**config.mk**
```make
export PLATFORM = sky130hd
export DESIGN_NAME = keyed_cfg_port
export DESIGN_NICKNAME = d
export VERILOG_FILES = /design/src/rtl/kcp_pkg.sv /design/src/rtl/kcp_key_match.sv /design/src/rtl/kcp_ctrl_regs.sv /design/src/rtl/kcp_bank_rf.sv /design/src/rtl/keyed_cfg_port.sv
export SDC_FILE = /design/constraint.sdc
export NUM_CORES = 1
export LEC_CHECK = 0
export BUFFER_PORTS_ARGS = -buffer_cell sky130_fd_sc_hd__buf_2
export CAP_MARGIN = 5
export CORE_ASPECT_RATIO = 0.6
export CORE_UTILIZATION = 40
export DETAILED_ROUTE_END_ITERATION = 7
export SYNTH_ARGS = -nofsm -noshare
export SYNTH_HDL_FRONTEND = slang
export SYNTH_SLANG_ARGS = --single-unit
```
**constraint.sdc**
```tcl
create_clock -name clk -period 3.1 [get_ports clk]
set_clock_uncertainty 0.2 [all_clocks]
set_input_delay 0.465 -clock clk [delete_from_list [all_inputs] [get_ports clk]]
set_output_delay 0.465 -clock clk [all_outputs]
set_load 0.01 [all_outputs]
```
**src/rtl/kcp_pkg.sv**
```systemverilog
`timescale 1ns/1ps
package kcp_pkg;
   localparam logic [7:0] KCP_IDX_CTRL  = 8'h02;
   localparam logic [7:0] KCP_CTRL_EXIT = 8'h02;
   localparam logic [7:0] KCP_IDX_LDN   = 8'h07;
   localparam logic [7:0] KCP_IDX_IDHI  = 8'h20;
   localparam logic [7:0] KCP_IDX_IDLO  = 8'h21;
   localparam logic [7:0] KCP_IDX_REV   = 8'h22;
   localparam logic [7:0] KCP_CLOSED_RD = 8'hFF;
endpackage

```
**src/rtl/kcp_key_match.sv**
```systemverilog
`timescale 1ns/1ps
module kcp_key_match #(
   parameter int                      KEY_LEN = 4,
   parameter logic [8*KEY_LEN-1:0]    KEY     = 32'h8701_5555
) (
   input  logic       clk,
   input  logic       rst_n,
   input  logic       key_wr,
   input  logic [7:0] key_byte,
   input  logic       relock,
   output logic       unlocked
);
   localparam int              CW   = $clog2(KEY_LEN + 1);
   localparam logic [CW-1:0]   LAST = CW'(KEY_LEN - 1);

   generate
      if (KEY_LEN < 2) begin : g_bad_len
         $error("kcp_key_match: KEY_LEN must be at least 2");
      end
   endgenerate

   logic [CW-1:0] cnt;
   logic [7:0]    exp_byte;
   logic [7:0]    first_byte;

   function automatic logic [7:0] key_at(input logic [CW-1:0] k);
      return KEY[8*(KEY_LEN-1-int'(k)) +: 8];
   endfunction

   assign exp_byte   = key_at(cnt);
   assign first_byte = key_at('0);

   always_ff @(posedge clk or negedge rst_n) begin
      if (!rst_n) begin
         cnt      <= '0;
         unlocked <= 1'b0;
      end else if (relock) begin
         cnt      <= '0;
         unlocked <= 1'b0;
      end else if (key_wr && !unlocked) begin
         if (key_byte == exp_byte) begin
            if (cnt == LAST) begin
               cnt      <= '0;
               unlocked <= 1'b1;
            end else begin
               cnt <= cnt + 1'b1;
            end
         end else begin
            cnt <= (key_byte == first_byte) ? CW'(1) : '0;
         end
      end
   end

   AST_OPEN_ON_LAST: assert property (@(posedge clk) disable iff (!rst_n)
      $rose(unlocked) |-> ($past(key_wr) && $past(cnt) == LAST)) else $error("open w/o full key");
   AST_MISS_RESTART: assert property (@(posedge clk) disable iff (!rst_n)
      (key_wr && !unlocked && !relock && key_byte != exp_byte) |=> (cnt <= CW'(1) && !unlocked)) else $error("miss");
endmodule

```
**src/rtl/kcp_ctrl_regs.sv**
```systemverilog
`timescale 1ns/1ps
module kcp_ctrl_regs (
   input  logic       clk,
   input  logic       rst_n,
   input  logic       idx_we,
   input  logic       ldn_we,
   input  logic [7:0] wdata,
   output logic [7:0] index_q,
   output logic [7:0] ldn_q
);
   always_ff @(posedge clk or negedge rst_n) begin
      if (!rst_n) begin
         index_q <= '0;
         ldn_q   <= '0;
      end else begin
         if (idx_we) index_q <= wdata;
         if (ldn_we) ldn_q   <= wdata;
      end
   end

   AST_LDN_HOLD: assert property (@(posedge clk) disable iff (!rst_n)
      !ldn_we |=> $stable(ldn_q)) else $error("ldn moved");
   AST_INDEX_HOLD: assert property (@(posedge clk) disable iff (!rst_n)
      !idx_we |=> $stable(index_q)) else $error("index moved");
endmodule

```
**src/rtl/kcp_bank_rf.sv**
```systemverilog
`timescale 1ns/1ps
module kcp_bank_rf #(
   parameter int NUM_BANKS = 4,
   parameter int BANK_REGS = 8,
   parameter int BANK_BASE = 8'h30
) (
   input  logic       clk,
   input  logic       rst_n,
   input  logic       wr_en,
   input  logic [7:0] ldn,
   input  logic [7:0] index,
   input  logic [7:0] wdata,
   output logic       hit,
   output logic [7:0] rdata
);
   localparam int          BW      = $clog2(NUM_BANKS);
   localparam int          OW      = $clog2(BANK_REGS);
   localparam int          SW      = BW + OW;
   localparam int          ENTRIES = 1 << SW;
   localparam logic [8:0]  LO      = 9'(BANK_BASE);
   localparam logic [8:0]  HI      = 9'(BANK_BASE + BANK_REGS);
   localparam logic [8:0]  NB      = 9'(NUM_BANKS);

   generate
      if (NUM_BANKS < 2 || (1 << BW) != NUM_BANKS) begin : g_bad_banks
         $error("kcp_bank_rf: NUM_BANKS must be a power of two >= 2");
      end
      if (BANK_REGS < 2 || (1 << OW) != BANK_REGS) begin : g_bad_regs
         $error("kcp_bank_rf: BANK_REGS must be a power of two >= 2");
      end
      if (BANK_BASE + BANK_REGS > 256) begin : g_bad_base
         $error("kcp_bank_rf: window exceeds index space");
      end
   endgenerate

   logic          in_win;
   logic          bank_ok;
   logic [7:0]    off8;
   logic [SW-1:0] sel;
   logic [7:0]    mem [ENTRIES];

   assign in_win  = ({1'b0, index} >= LO) && ({1'b0, index} < HI);
   assign bank_ok = {1'b0, ldn} < NB;
   assign off8    = index - LO[7:0];
   assign sel     = {ldn[BW-1:0], off8[OW-1:0]};
   assign hit     = in_win;

   genvar e;
   generate
      for (e = 0; e < ENTRIES; e++) begin : g_entry
         always_ff @(posedge clk or negedge rst_n) begin
            if (!rst_n)
               mem[e] <= '0;
            else if (wr_en && in_win && bank_ok && sel == SW'(e))
               mem[e] <= wdata;
         end
      end
   endgenerate

   assign rdata = (in_win && bank_ok) ? mem[sel] : 8'h00;

   AST_OOR_BANK_ZERO: assert property (@(posedge clk) disable iff (!rst_n)
      (in_win && !bank_ok) |-> rdata == 8'h00) else $error("oor bank read");
endmodule

```
**src/rtl/keyed_cfg_port.sv**
```systemverilog
`timescale 1ns/1ps
module keyed_cfg_port
   import kcp_pkg::*;
#(
   parameter int                   ADDR_W     = 16,
   parameter logic [ADDR_W-1:0]    INDEX_PORT = 16'h002E,
   parameter int                   KEY_LEN    = 4,
   parameter logic [8*KEY_LEN-1:0] KEY        = 32'h8701_5555,
   parameter logic [15:0]          CHIP_ID    = 16'hA5C3,
   parameter logic [3:0]           CHIP_REV   = 4'h3,
   parameter int                   NUM_BANKS  = 4,
   parameter int                   BANK_REGS  = 8,
   parameter int                   BANK_BASE  = 8'h30
) (
   input  logic              clk,
   input  logic              rst_n,
   input  logic [ADDR_W-1:0] bus_addr,
   input  logic              bus_wr,
   input  logic              bus_rd,
   input  logic [7:0]        bus_wdata,
   output logic [7:0]        bus_rdata
);
   localparam logic [ADDR_W-1:0] DATA_PORT = INDEX_PORT + 1'b1;

   logic       hit_idx, hit_dat;
   logic       unlocked;
   logic       key_wr, idx_we, dat_we, ldn_we, relock;
   logic [7:0] index_q, ldn_q;
   logic       rf_hit;
   logic [7:0] rf_rdata;

   assign hit_idx = (bus_addr == INDEX_PORT);
   assign hit_dat = (bus_addr == DATA_PORT);
   assign key_wr  = bus_wr && hit_idx && !unlocked;
   assign idx_we  = bus_wr && hit_idx && unlocked;
   assign dat_we  = bus_wr && hit_dat && unlocked;
   assign ldn_we  = dat_we && (index_q == KCP_IDX_LDN);
   assign relock  = dat_we && (index_q == KCP_IDX_CTRL) && (bus_wdata == KCP_CTRL_EXIT);

   kcp_key_match #(.KEY_LEN(KEY_LEN), .KEY(KEY)) u_key (
      .clk(clk), .rst_n(rst_n), .key_wr(key_wr), .key_byte(bus_wdata),
      .relock(relock), .unlocked(unlocked));

   kcp_ctrl_regs u_ctrl (
      .clk(clk), .rst_n(rst_n), .idx_we(idx_we), .ldn_we(ldn_we),
      .wdata(bus_wdata), .index_q(index_q), .ldn_q(ldn_q));

   kcp_bank_rf #(.NUM_BANKS(NUM_BANKS), .BANK_REGS(BANK_REGS), .BANK_BASE(BANK_BASE)) u_rf (
      .clk(clk), .rst_n(rst_n), .wr_en(dat_we), .ldn(ldn_q), .index(index_q),
      .wdata(bus_wdata), .hit(rf_hit), .rdata(rf_rdata));

   always_comb begin
      bus_rdata = 8'h00;
      if (bus_rd && hit_idx) begin
         bus_rdata = unlocked ? index_q : KCP_CLOSED_RD;
      end else if (bus_rd && hit_dat) begin
         if (!unlocked) begin
            bus_rdata = KCP_CLOSED_RD;
         end else begin
            case (index_q)
               KCP_IDX_LDN:  bus_rdata = ldn_q;
               KCP_IDX_IDHI: bus_rdata = CHIP_ID[15:8];
               KCP_IDX_IDLO: bus_rdata = CHIP_ID[7:0];
               KCP_IDX_REV:  bus_rdata = {4'h0, CHIP_REV};
               default:      bus_rdata = rf_hit ? rf_rdata : 8'h00;
            endcase
         end
      end
   end

   AST_CLOSED_READ: assert property (@(posedge clk) disable iff (!rst_n)
      (bus_rd && (hit_dat || hit_idx) && !unlocked) |-> bus_rdata == 8'hFF) else $error("closed read");
   AST_CLOSED_NO_STATE: assert property (@(posedge clk) disable iff (!rst_n)
      (bus_wr && !unlocked) |=> ($stable(ldn_q) && $stable(index_q))) else $error("closed write");
   AST_RELOCK: assert property (@(posedge clk) disable iff (!rst_n)
      relock |=> !unlocked) else $error("relock");
   AST_FOREIGN_QUIET: assert property (@(posedge clk) disable iff (!rst_n)
      (bus_rd && !hit_idx && !hit_dat) |-> bus_rdata == 8'h00) else $error("foreign read");
endmodule

```
# Yosys cells after proc, flatten, opt, wreduce, memory -nomap -nowiden
# Cells that the tools add are included.
# W data, S select, Z words.
# totals
regBits,276
in_bits,28
out_inout_bits,8
wordCells,159
# classes
n_addsub,3
order_cmp,4
n_eq_ne,42
shift,1
muxes,19
bitwise,1
reduce_logical,53
# op_table
cell,n
$eq A5 B5 Y1 const B,16
$mux W8,8
$logic_and A1 B1 Y1,47
$bmux W8 S5,1
$eq A5 B4 Y1 const B,8
$eq A16 B6 Y1 const B,2
$pmux W8 S4,1
$shiftx A32 B32 Y8 const A,1
$eq A8 B6 Y1 const B,3
$eq A5 B3 Y1 const B,4
$eq A8 B2 Y1 const B,2
$mux W3,4
$eq A5 B2 Y1 const B,2
$eq A8 B3 Y1 const B,1
$eq A8 B8 Y1,1
$eq A8 B8 Y1 const B,1
$ge A8 B6 Y1 const B,1
$lt A8 B3 Y1 const B,1
$lt A8 B6 Y1 const B,1
$ge A6 B6 Y1 const B,1
$not A5 Y6,1
$reduce_bool A2 Y1,3
$eq A5 B1 Y1 const B,1
$logic_not A5 Y1,1
other kinds (7),11

# Logic depth before layout (Yosys ltp)
# Gate-level depths: netlist of the first run.
# depth
depth_word,11
depth_mapped,9
depth_no_buf,5

# Cells and area by module
# A second synthesis of the first run with hierarchy kept.
# unflattened
cells_unflattened,971
hier_area_um2,13511.7
# by_module_without_submodules
module,n_inst,cells_per_inst,area_each_um2,seq_area_each_um2
kcp_bank_rf,1,829,12065.3,6406.1
kcp_ctrl_regs,1,34,663.1,400.4
keyed_cfg_port,1,71,469.2,0.0
kcp_key_match,1,37,314.1,100.1

# Worst setup path before layout of the first run
# Ideal clock, no wire load.
# synth_path
kind,register to output
start,register u_ctrl.index_q[0]
end,output bus_rdata[7]
arrival_ns,1.979
required_ns,2.435
slack_ns,0.456
stages_incl_launch_ff,9
path_cell_list,dfrtp_1 -> buf_4 -> buf_12 -> buf_2 -> mux4_2 -> a22oi_1 -> o21ai_0 -> nor3b_1 -> o32ai_1
# synth_between
elab_chain_cells,11
# synth_rtl
element,line,source
from (decl),kcp_ctrl_regs.sv:8,"output logic [7:0] index_q,"
from (signal assigned),kcp_ctrl_regs.sv:16,if (idx_we) index_q <= wdata;
$sub A3 B1 Y3,kcp_bank_rf.sv:44,assign off8 = index - LO[7:0];
$not A5 Y6 (implied by the code),kcp_bank_rf.sv:60,assign rdata = (in_win && bank_ok) ? mem[sel] : 8'h00;
$bmux W8 S5,kcp_bank_rf.sv:60,
$mux W8 (implied by the code) (2 in series),kcp_bank_rf.sv:60,
$mux W8,kcp_bank_rf.sv:60,
$mux W8,keyed_cfg_port.sv:65,default: bus_rdata = rf_hit ? rf_rdata : 8'h00;
$pmux W8 S4 (*),keyed_cfg_port.sv:60,case (index_q)
$mux W8 (*),keyed_cfg_port.sv:57,if (!unlocked) begin
$mux W8 (*),keyed_cfg_port.sv:56,end else if (bus_rd && hit_dat) begin
$mux W8 (*),keyed_cfg_port.sv:54,if (bus_rd && hit_idx) begin
to (decl),keyed_cfg_port.sv:21,output logic [7:0] bus_rdata
# Every way passes the cells marked *; elsewhere a longest branch is shown, timed or not. The select of a mux whose other input is x is not followed.

# Worst setup path after layout of the first run
# layout_path
start,register u_ctrl.index_q[0]
end,output bus_rdata[3]
# The elaborated chain is that of the path after synthesis.

==> out/results.ini, run 1 <==
[global_route]
grt_pass1_vias=8441
gr-total-overflow=0
grt_max_degree=81
grt_pass1_wl_um=54800
grtUsageTotal_pct=20.9
grt_antenna_before_repair=2

[setup_path]
worstPathMaxFanout=6
cp_data_arrival_time_ns=2.73
crit_top_cell=buf_4
crit_chain=buf_4 > buf_4 > mux4_2 > a22oi_2 > o21ai_2 > o21bai_1 > a31oi_1 > buf_2
cp_top_family=compound AO/OA/AOI/OAI gates
cp.required_ns=2.43
max_stage_delay_ns=0.55
critPathLaunchType=flip-flop
crit_slowest_cell=dfrtp_4
crit_path_end_kind=output port
critical_path_class=flip-flop to output port
critical_path.n_buffers_inverters=3

[placement]
hpwl_um=23900
place_ws_ns=-0.0000175
place_area_mm2=0.0147
portBuffers=35
place.gp.congestion=0.905

[synth]
muxShareOfSynthArea_pct=34.4
synthXorXnorAreaFrac_pct=0.0642
async_reset_ff_share_pct=100
synth_edf_count=0
syn_inst=904
netlist_area_mm2=0.0136
synthFlopType=dfrtp_1
ys_seq_area_share_pct=50.6
ys_ff_latch=276
synth_compound_area_share_pct=3.37
synthSimpleGateAreaFrac_pct=8.55
yosys_warnings=0
synth.distinct_cells=67
syn_avg_cell_area_um2=15.1
synth_top_family_by_area=multiplexers
syn_nets=933
synth-adder-area-share_pct=0.0917

[timing]
final-setup-viol-count=8
rsz0062_at_grt=yes
timing.hold.ws_ns=0.107
hold_viol=0
drv_slew=0
min_period_over_period_pct=109
min_period_ns=3.39
setup_ws_ns=-0.292
max_freq_mhz=295
tightest_slew_ns=0.713
slew_headroom_pct=52.5

[route]
antenna_left=0
vias_per_cell=5.71
first_iter_violations=538
drc=0
drt-total-wl_um=35500
vias=8322
drt_first_pass_iters=5
wl_per_cell_um=24.4

[run_status]
violations=negative setup slack
status=finished, violations left

[cts]
insertion_delay_ns=0.55
cts_buffers=26
cts_buffer_depth=3
clock-root-buffer=clkbuf_16
cts_tree=yes
clkTransAtPathRegs_ns=0.07
clock_sinks=276
htree_levels=1

[pwr]
vdd_ir_drop_max_mv=0.358
power.density_mw_per_mm2=458
p_leak_nw=7.55

[floorplanning]
row_count=51
core_mm2=0.0330
die_h_um=145
io-pin-count=36
die_w_um=240
initial_core_util_pct=41.3
die_area_mm2=0.0349

[finish]
fin_area_mm2=0.0161
syn2layout_area_growth_pct=17.7
num-nets-final=1019
drive_gt1_share_pct=56.1
antenna_cells=0
utilization_pct=48.7

[hold_path]
min-delay-path-class=primary input to flip-flop

[flow_run]
cap_violations=0

area by class of cell:
type / instances / area (um2)
Multi-Input combinational cell: 552 / 6490
Clock inverter: 12 / 219
Inverter: 4 / 15.0
Tap cell: 450 / 563
Fill cell: 2833 / 16900
Clock buffer: 34 / 722
Sequential cell: 276 / 6910
Timing Repair Buffer: 130 / 1130
cell usage in the layout (no fill, tap or decap), drive strengths merged, types with 5 or more instances in the layout:
master	netlist	layout
a221oi	9	9
a22oi	15	15
a31oi	7	7
and2	6	6
and3	9	9
and4	6	6
buf	35	127
bufinv	0	6
clkbuf	37	35
clkinv	1	5
dfrtp	276	276
mux2	274	274
mux2i	20	20
mux4	57	57
nand2	10	10
nand3	34	34
nor2	23	23
nor2b	11	11
nor3	7	7
nor4b	5	5
o21ai	7	7
o32ai	5	5
routing by layer:
| metal | global-route usage (%) | vias to the layer above | share of wire (%) |
|---|---|---|---|
| li1 | - | 3616 | - |
| met1 | 34.9 | 4464 | 52 |
| met2 | 27.2 | 195 | 40 |
| met3 | 4.45 | 47 | 5.9 |
| met4 | 3.57 | 0 | 1.7 |
| met5 | 0 | - | 0 |
logic make-up (layout without fill, tap and decap cells):
logic type                 count (synthesis)  count (layout)
AOI/OAI and AO/OA                         62              62
xor gates and xnor gates                   1               1
adders and majority gates                  1               1
buffers and inverters                     76             180
DFF                                      276             276
muxes                                    351             351
and+or+nand+nor                          137             137
per-stage QoR:
stage                     std cells  power [mW]  setup TNS [ns]
after floorplan                 904        3.73               0
after global placement         1386        3.87        -0.00872
after detailed placement       1386        3.87      -0.0000175
after CTS                      1452        7.44           -2.09
after global routing           1458        7.59           -2.57
final                          1458        7.36           -2.00
synthesized netlist by cell type, types with 3 or more instances:
cell type / number / area [um2]
a21oi_1: 3 / 15.0
a221oi_1: 9 / 78.8
a22o_1: 3 / 26.3
a22oi_1: 15 / 113
a31oi_1: 7 / 43.8
and2_1: 5 / 31.3
and3_1: 6 / 37.5
and3_2: 3 / 22.5
and4_1: 6 / 52.6
buf_1: 5 / 18.8
buf_12: 3 / 60.1
buf_2: 19 / 95.1
buf_4: 5 / 37.5
buf_6: 3 / 33.8
clkbuf_1: 37 / 139
dfrtp_1: 276 / 6910
inv_1: 3 / 11.3
mux2_1: 6 / 67.6
mux2_2: 239 / 2690
mux2_4: 29 / 435
mux2i_1: 20 / 200
mux4_2: 55 / 1240
nand2_1: 10 / 37.5
nand3_1: 5 / 25.0
nand3_2: 9 / 90.1
nand3_4: 20 / 350
nand4_1: 4 / 25.0
nor2_1: 21 / 78.8
nor2b_1: 11 / 68.8
nor3_1: 6 / 30.0
nor3b_1: 3 / 22.5
nor4b_1: 3 / 26.3
o21ai_0: 7 / 35.0
o22ai_1: 3 / 18.8
o32ai_1: 5 / 43.8
worst min-delay path: cells and delay by family:
family,cells,cell delay [ns]
buffers and inverters,1,0.12
AND/OR/NAND/NOR,3,0.23
final timing paths:
path | start | to | slack [ns] | cells past startpoint
max in group asynchronous | rst_n | u_rf.mem[220] | 1.59 | 3
max reg2reg | u_ctrl.ldn_q[4] | u_rf.mem[249] | 0.24 | 6
min | bus_wr | u_key.unlocked | 0.11 | 4
min in group asynchronous | rst_n | u_rf.mem[172] | 0.28 | 2
min reg2reg | u_rf.mem[235] | u_rf.mem[235] | 0.28 | 1
max | u_ctrl.index_q[0] | bus_rdata[3] | -0.29 | 8
where the power goes:
group	total (mW)	switching [mW]	internal (mW)
Sequential	3.60	0.0000121	3.60
Clock	3.56	1.42	2.14
Combinational	0.200	0.159	0.0411
Total	7.36	1.58	5.78
repair_timing:
action                                 4_1_cts  5_1_grt
cloned                                       2        1
resized for setup                           32       15
hold buffers                                 1        0
setup buffers                               17        6
pin swaps                                   12       10
setup endpoints to repair                    8        8
endpoints found under the hold margin       73        0
registers in the layout, summed over array words and instances, names as in the netlist:
name / count
u_rf.mem: 256
u_key.unlocked: 1
u_ctrl.index_q: 8
u_ctrl.ldn_q: 8
u_key.cnt: 3
(Power assumes the default switching activity.)
==> run 2: changes to the inputs <==
--- a/config.mk
+++ b/config.mk
@@ -10,6 +10,7 @@
 export CORE_ASPECT_RATIO = 0.6
 export CORE_UTILIZATION = 40
 export DETAILED_ROUTE_END_ITERATION = 7
+export GPL_TIMING_DRIVEN = 0
 export SYNTH_ARGS = -nofsm -noshare
 export SYNTH_HDL_FRONTEND = slang
 export SYNTH_SLANG_ARGS = --single-unit
==> run 2 against run 1 <==
Effect of this change:
- die area is the same
- clock power decreased by 7.6%
- wire length grew 17%
- sequential cell count is the same
- design area shrank 1.6%
- the flow still finishes with violations (negative setup slack)
- worst hold slack got worse by 0.037 ns
- non-clock buffer count shrank 14
- cell count down 0.89%
- sequential power hardly changed
- critical endpoint is now bus_rdata[7]
- combinational power rose by 18%
- sequential share of layout area is 0.66 points higher
==> out/results.ini, run 2 (same netlist as run 1, synthesis figures left out) <==
[flow_run]
cap_violations=0  ; unchanged

[finish]
largest_reg_flops=256  ; unchanged
fin_area_mm2=0.0158  ; -1.6%
regArea_mm2=0.00691  ; about the same
drive_gt1_share_pct=53.4  ; -2.7 points
utilization_pct=47.9  ; -0.78 points
layout_common_cells=275 x dfrtp_1, 239 x mux2_2, 55 x mux4_2
num-nets-final=1005  ; -1.4%
n_fill_cell=2905  ; +2.5%
syn2layout_area_growth_pct=15.9
layout_commonest_cell=dfrtp_1
reg_top3=u_rf.mem x256, u_ctrl.index_q x8, u_ctrl.ldn_q x8
antenna_cells=0  ; unchanged
multi_input_area_mm2=0.00658  ; +1.4%
top_register=u_rf.mem
final_cell_count_no_fill=1445  ; -0.89%

[route]
wl_per_cell_um=28.7  ; +18%
drt_first_pass_iters=5  ; unchanged
antenna_left=0  ; unchanged
vias_per_cell=5.90  ; +3.3%
drc=0  ; unchanged
vias=8523  ; +2.4%
first_iter_violations=778  ; +45%
drt-total-wl_um=41400  ; +17%

[hold_path]
min-delay-path-class=primary input to flip-flop

[timing]
max_freq_mhz=285  ; -3.3%
final-setup-viol-count=8  ; unchanged
min_period_ns=3.51  ; +0.115 ns
hold_viol=0  ; unchanged
finalSetupTns_ns=-2.75  ; -0.749 ns
drv_slew=0  ; unchanged
rsz0062_at_grt=yes
min_period_over_period_pct=113  ; +3.7 points
setup_ws_ns=-0.406  ; -0.115 ns
slew_headroom_pct=29.2  ; -23 points
tightest_slew_ns=1.05  ; +0.340 ns

[cts]
insertion_delay_ns=0.56  ; about the same
clock-root-buffer=clkbuf_16
cts_buffers=26  ; unchanged
clock_sinks=276  ; unchanged
clkTransAtPathRegs_ns=0.07  ; about the same
cts_tree=yes
htree_levels=1  ; unchanged
cts_buffer_depth=3  ; unchanged

[pwr]
p_leak_nw=7.31  ; -3.2%
p_total_mw=7.13  ; -3.2%
power.density_mw_per_mm2=451  ; -1.6%
vdd_ir_drop_max_mv=0.381  ; +6.6%

[global_route]
grt_pass1_vias=8742  ; +3.6%
grt_antenna_before_repair=5  ; +3
grt_pass1_wl_um=61000  ; +11%
grt_max_degree=118  ; +46%
gr-total-overflow=0  ; unchanged
grtUsageTotal_pct=24.3  ; +3.4 points

[run_status]
violations=negative setup slack
status=finished, violations left

[placement]
place_area_mm2=0.0144  ; -1.6%
portBuffers=31  ; -11%
hpwl_um=28300  ; +18%
place.gp.congestion=0.903  ; -0.20%
dp_cells=1387  ; +0.072%

[setup_path]
crit_path_end_kind=output port
cp_data_arrival_time_ns=2.84  ; +0.11 ns
critPathLaunchType=flip-flop
max_stage_delay_ns=0.55  ; about the same
critical_path_class=flip-flop to output port
crit_slowest_cell=mux4_2
crit_chain=buf_6 > buf_12 > buf_16 > mux4_2 > a22oi_2 > o21ai_4 > nor3b_2 > o32ai_1 > buf_2
cp.required_ns=2.43  ; about the same
worstPathMaxFanout=8  ; +2

[floorplanning]
die_w_um=240  ; unchanged
core_mm2=0.0330  ; unchanged
row_count=51  ; unchanged
io-pin-count=36  ; unchanged
die_h_um=145  ; unchanged
initial_core_util_pct=41.3  ; unchanged
die_area_mm2=0.0349  ; unchanged

run 2: final cells by class:
cell class / count / area share (%)
inverter: 4 / 0.103
buffer: 71 / 3.36
multi-input combinational: 552 / 41.6
sequential: 276 / 43.7
clock buffer: 37 / 4.96
tap: 450 / 3.56
timing repair buffer: 45 / 2.11
clock inverter: 10 / 0.546
run 2: worst max-delay path: cells and delay by family, from the launching register on:
family / cells / cell delay (ns)
multiplexers: 1 / 0.55
AND/OR/NAND/NOR: 1 / 0.20
AO/OA/AOI/OAI: 3 / 0.53
buffers and inverters: 4 / 0.64
flip-flops: 1 / 0.34
run 2: repair_timing:
item / 4_1_cts / 5_1_grt
hold buffers: 1 / 0
buffers inserted: 9 / 3
hold endpoints to repair: 72 / 0
setup endpoints to repair: 8 / 8
gates resized for setup: 91 / 14
pin swaps: 11 / 3
run 2: final timing paths:
path                                        start            end  slack, ns  cells after the start
worst max-delay path            u_ctrl.index_q[0]   bus_rdata[7]      -0.41                      9
worst min-delay path                 bus_wdata[5]  u_rf.mem[237]       0.07                      2
worst max register to register  u_ctrl.index_q[0]  u_rf.mem[247]       0.14                      7
worst min register to register      u_rf.mem[236]  u_rf.mem[236]       0.28                      1
max in group asynchronous                   rst_n  u_rf.mem[231]       1.01                      4
min in group asynchronous                   rst_n   u_rf.mem[90]       0.27                      2
run 2: stage by stage:
stage | hold slack [ns] | worst slack (ns)
global placement | 0.267 | -3.96
global route | 0.0587 | -0.485
CTS | 0.0519 | -0.383
floorplan | -0.0306 | 0.456
finish | 0.0701 | -0.406
detailed placement | 0.276 | -0.588
run 2: layer usage:
metal | global-route usage [%] | wire, um | vias up
li1 | - | - | 3570
met1 | 38.0 | 20000 | 4593
met2 | 32.4 | 16700 | 310
met3 | 8.49 | 4160 | 50
met4 | 3.73 | 598 | 0
met5 | 0 | 0 | -
run 2: where the power goes:
group	internal (mW)	leakage [nW]	total, mW	switching [mW]
clock network	1.84	0.425	3.29	1.45
registers	3.60	3.85	3.60	0.0000162
logic	0.0385	3.03	0.236	0.198
==> run 3: changes to the inputs <==
--- a/config.mk
+++ b/config.mk
@@ -10,7 +10,7 @@
 export CORE_ASPECT_RATIO = 0.6
 export CORE_UTILIZATION = 40
 export DETAILED_ROUTE_END_ITERATION = 7
-export GPL_TIMING_DRIVEN = 0
 export SYNTH_ARGS = -nofsm -noshare
 export SYNTH_HDL_FRONTEND = slang
 export SYNTH_SLANG_ARGS = --single-unit
+export TNS_END_PERCENT = 20
==> run 3 against run 2 <==
Effect of this change:
- the run still ends with negative setup slack left
- first-iteration DRC count decreased by 31%
- register-to-register slack improved by 0.10 ns
- design area increased by 1.5%
- worst hold slack improved by 0.036 ns
- combinational power decreased by 15%
- via count decreased by 2.8%
- clock-buffer cell count decreased by 3
- global-route usage decreased by 3.4 points
- non-clock buffer count increased by 12
- setup slack improved by 0.13 ns
- critical path type unchanged
- largest cell class unchanged
- largest power group unchanged
- highest routed layer unchanged
==> out/results.ini, run 3 (same netlist as run 1, synthesis figures left out) <==
[finish]
layout_common_cells=274 x dfrtp_1, 238 x mux2_2, 70 x buf_4
final_cell_count_no_fill=1456  ; +0.76%
fin_area_mm2=0.0160  ; +1.5%
top_register=u_rf.mem
layout_commonest_cell=dfrtp_1
syn2layout_area_growth_pct=17.6
largest_reg_flops=256  ; unchanged
reg_top3=u_rf.mem x256, u_ctrl.index_q x8, u_ctrl.ldn_q x8
antenna_cells=0  ; unchanged
drive_gt1_share_pct=55.6  ; +2.2 points
num-nets-final=1017  ; +1.2%
multi_input_area_mm2=0.00646  ; -1.8%
regArea_mm2=0.00691  ; about the same
n_fill_cell=2837  ; -2.3%

[route]
antenna_left=0  ; unchanged
drc=0  ; unchanged
wl_per_cell_um=24.4  ; -15%
vias_per_cell=5.69  ; -3.5%
drt_first_pass_iters=4  ; -1
drt-total-wl_um=35600  ; -14%
vias=8284  ; -2.8%
first_iter_violations=540  ; -31%

[placement]
place.gp.congestion=0.905  ; +0.20%
portBuffers=35  ; +13%
place_area_mm2=0.0147  ; +1.6%
hpwl_um=23900  ; -16%
dp_cells=1386  ; -0.072%

[setup_path]
crit_top_cell=buf_4
cp_data_arrival_time_ns=2.71  ; -0.13 ns
max_stage_delay_ns=0.55  ; about the same
crit_slowest_cell=dfrtp_4
crit_chain=buf_4 > buf_4 > mux4_2 > a22oi_2 > o21ai_2 > o21bai_1 > a31oi_1 > buf_2
critical_path.n_buffers_inverters=3  ; -1
cp.required_ns=2.43  ; about the same
cp_top_family=compound AO/OA/AOI/OAI gates
critical_path_class=flip-flop to output port
path_depth=8  ; -1
critPathLaunchType=flip-flop
r2r_slack_ns=0.24  ; +0.10 ns
crit_path_end_kind=output port
reg2regPathDepth=6  ; -1
worstPathMaxFanout=6  ; -2

[floorplanning]
row_count=51  ; unchanged
initial_core_util_pct=41.3  ; unchanged
core_mm2=0.0330  ; unchanged
die_area_mm2=0.0349  ; unchanged
die_h_um=145  ; unchanged
io-pin-count=36  ; unchanged
die_w_um=240  ; unchanged

[global_route]
gr-total-overflow=0  ; unchanged
grt_pass1_vias=8427  ; -3.6%
grt_pass1_wl_um=54800  ; -10%
grt_antenna_before_repair=3  ; -2
grt_max_degree=81  ; -31%
grtUsageTotal_pct=20.9  ; -3.4 points

[timing]
min_period_over_period_pct=109  ; -4.2 points
setup_ws_ns=-0.277  ; +0.130 ns
rsz0062_at_grt=yes
drv_slew=0  ; unchanged
timing.hold.ws_ns=0.106  ; +0.0362 ns
min_period_ns=3.38  ; -0.130 ns
slew_headroom_pct=53.3  ; +24 points
hold_viol=0  ; unchanged
tightest_slew_ns=0.700  ; -0.353 ns
final-setup-viol-count=8  ; unchanged
max_freq_mhz=296  ; +3.8%

[pwr]
power.density_mw_per_mm2=459  ; +1.8%
p_leak_nw=7.54  ; +3.2%
vdd_ir_drop_max_mv=0.357  ; -6.4%

[cts]
insertion_delay_ns=0.55  ; about the same
clkTransAtPathRegs_ns=0.07  ; about the same
cts_tree=yes
cts_buffers=26  ; unchanged
clock-root-buffer=clkbuf_16
clock_sinks=276  ; unchanged
htree_levels=1  ; unchanged
cts_buffer_depth=3  ; unchanged

[flow_run]
cap_violations=0  ; unchanged

[run_status]
status=finished, violations left
violations=negative setup slack

[hold_path]
min-delay-path-class=primary input to flip-flop
hold_depth=4  ; +2

-- run 3: changes by cell type in the layout (fill, tap and decap cells not counted), moves of 4 or more --
cell | previous run | this run
buf_6 | 11 | 5
clkbuf_8 | 8 | 2
bufinv_16 | 1 | 6
clkbuf_1 | 36 | 5
nor2_1 | 16 | 21
mux2i_1 | 16 | 20
buf_4 | 15 | 70
buf_12 | 6 | 11
-- run 3: per-stage QoR --
stage	util [%]	setup TNS [ns]	power, mW	setup WS [ns]
detailed placement	44.4	-0.0000175	3.87	-0.0000175
global route	48.6	-2.57	7.59	-0.345
floorplan	-	0	3.73	0.456
CTS	48.3	-2.13	7.44	-0.284
finish	48.6	-2.03	7.37	-0.277
global placement	44.4	-0.00872	3.87	-0.00872
-- run 3: repair_timing --
action,4_1_cts,5_1_grt
setup endpoints to repair,8,8
hold buffers,1,0
pin swaps,8,7
gates cloned,2,1
hold endpoints to repair,73,0
setup buffers,17,3
gates resized for setup,30,13
-- run 3: area by class of cell --
cell class	instances	area share, %
Inverter	4	0.0936
Clock buffer	34	4.50
Clock inverter	12	1.37
Sequential cell	276	43.1
Multi-Input combinational cell	552	40.3
Tap cell	450	3.51
Timing Repair Buffer	128	7.11
-- run 3: worst min-delay path: cells and delay by family --
family                 cells  cell delay, ns
AND/OR/NAND/NOR            3            0.23
buffers and inverters      1            0.12
-- run 3: final timing paths --
path	startpoint	endpoint
worst max-delay path	u_ctrl.index_q[0]	bus_rdata[3]
worst min-delay path	bus_wr	u_key.unlocked
worst max register to register	u_ctrl.ldn_q[4]	u_rf.mem[249]
worst min register to register	u_rf.mem[235]	u_rf.mem[235]
max in group asynchronous	rst_n	u_rf.mem[220]
min in group asynchronous	rst_n	u_rf.mem[172]
-- run 3: routing by layer --
metal  track usage [%]  up-vias  share of wire, %
met5                 0        -                 0
met4              3.57        0               1.7
met3              4.47       46               5.3
met2              27.2      171                40
met1              34.8     4460                53
li1                  -     3607                 -
-- run 3: where the power goes --
group | leakage [nW] | switching, mW | internal, mW
combinational | 3.23 | 0.159 | 0.0411
sequential | 3.85 | 0.0000120 | 3.60
clock | 0.454 | 1.43 | 2.14
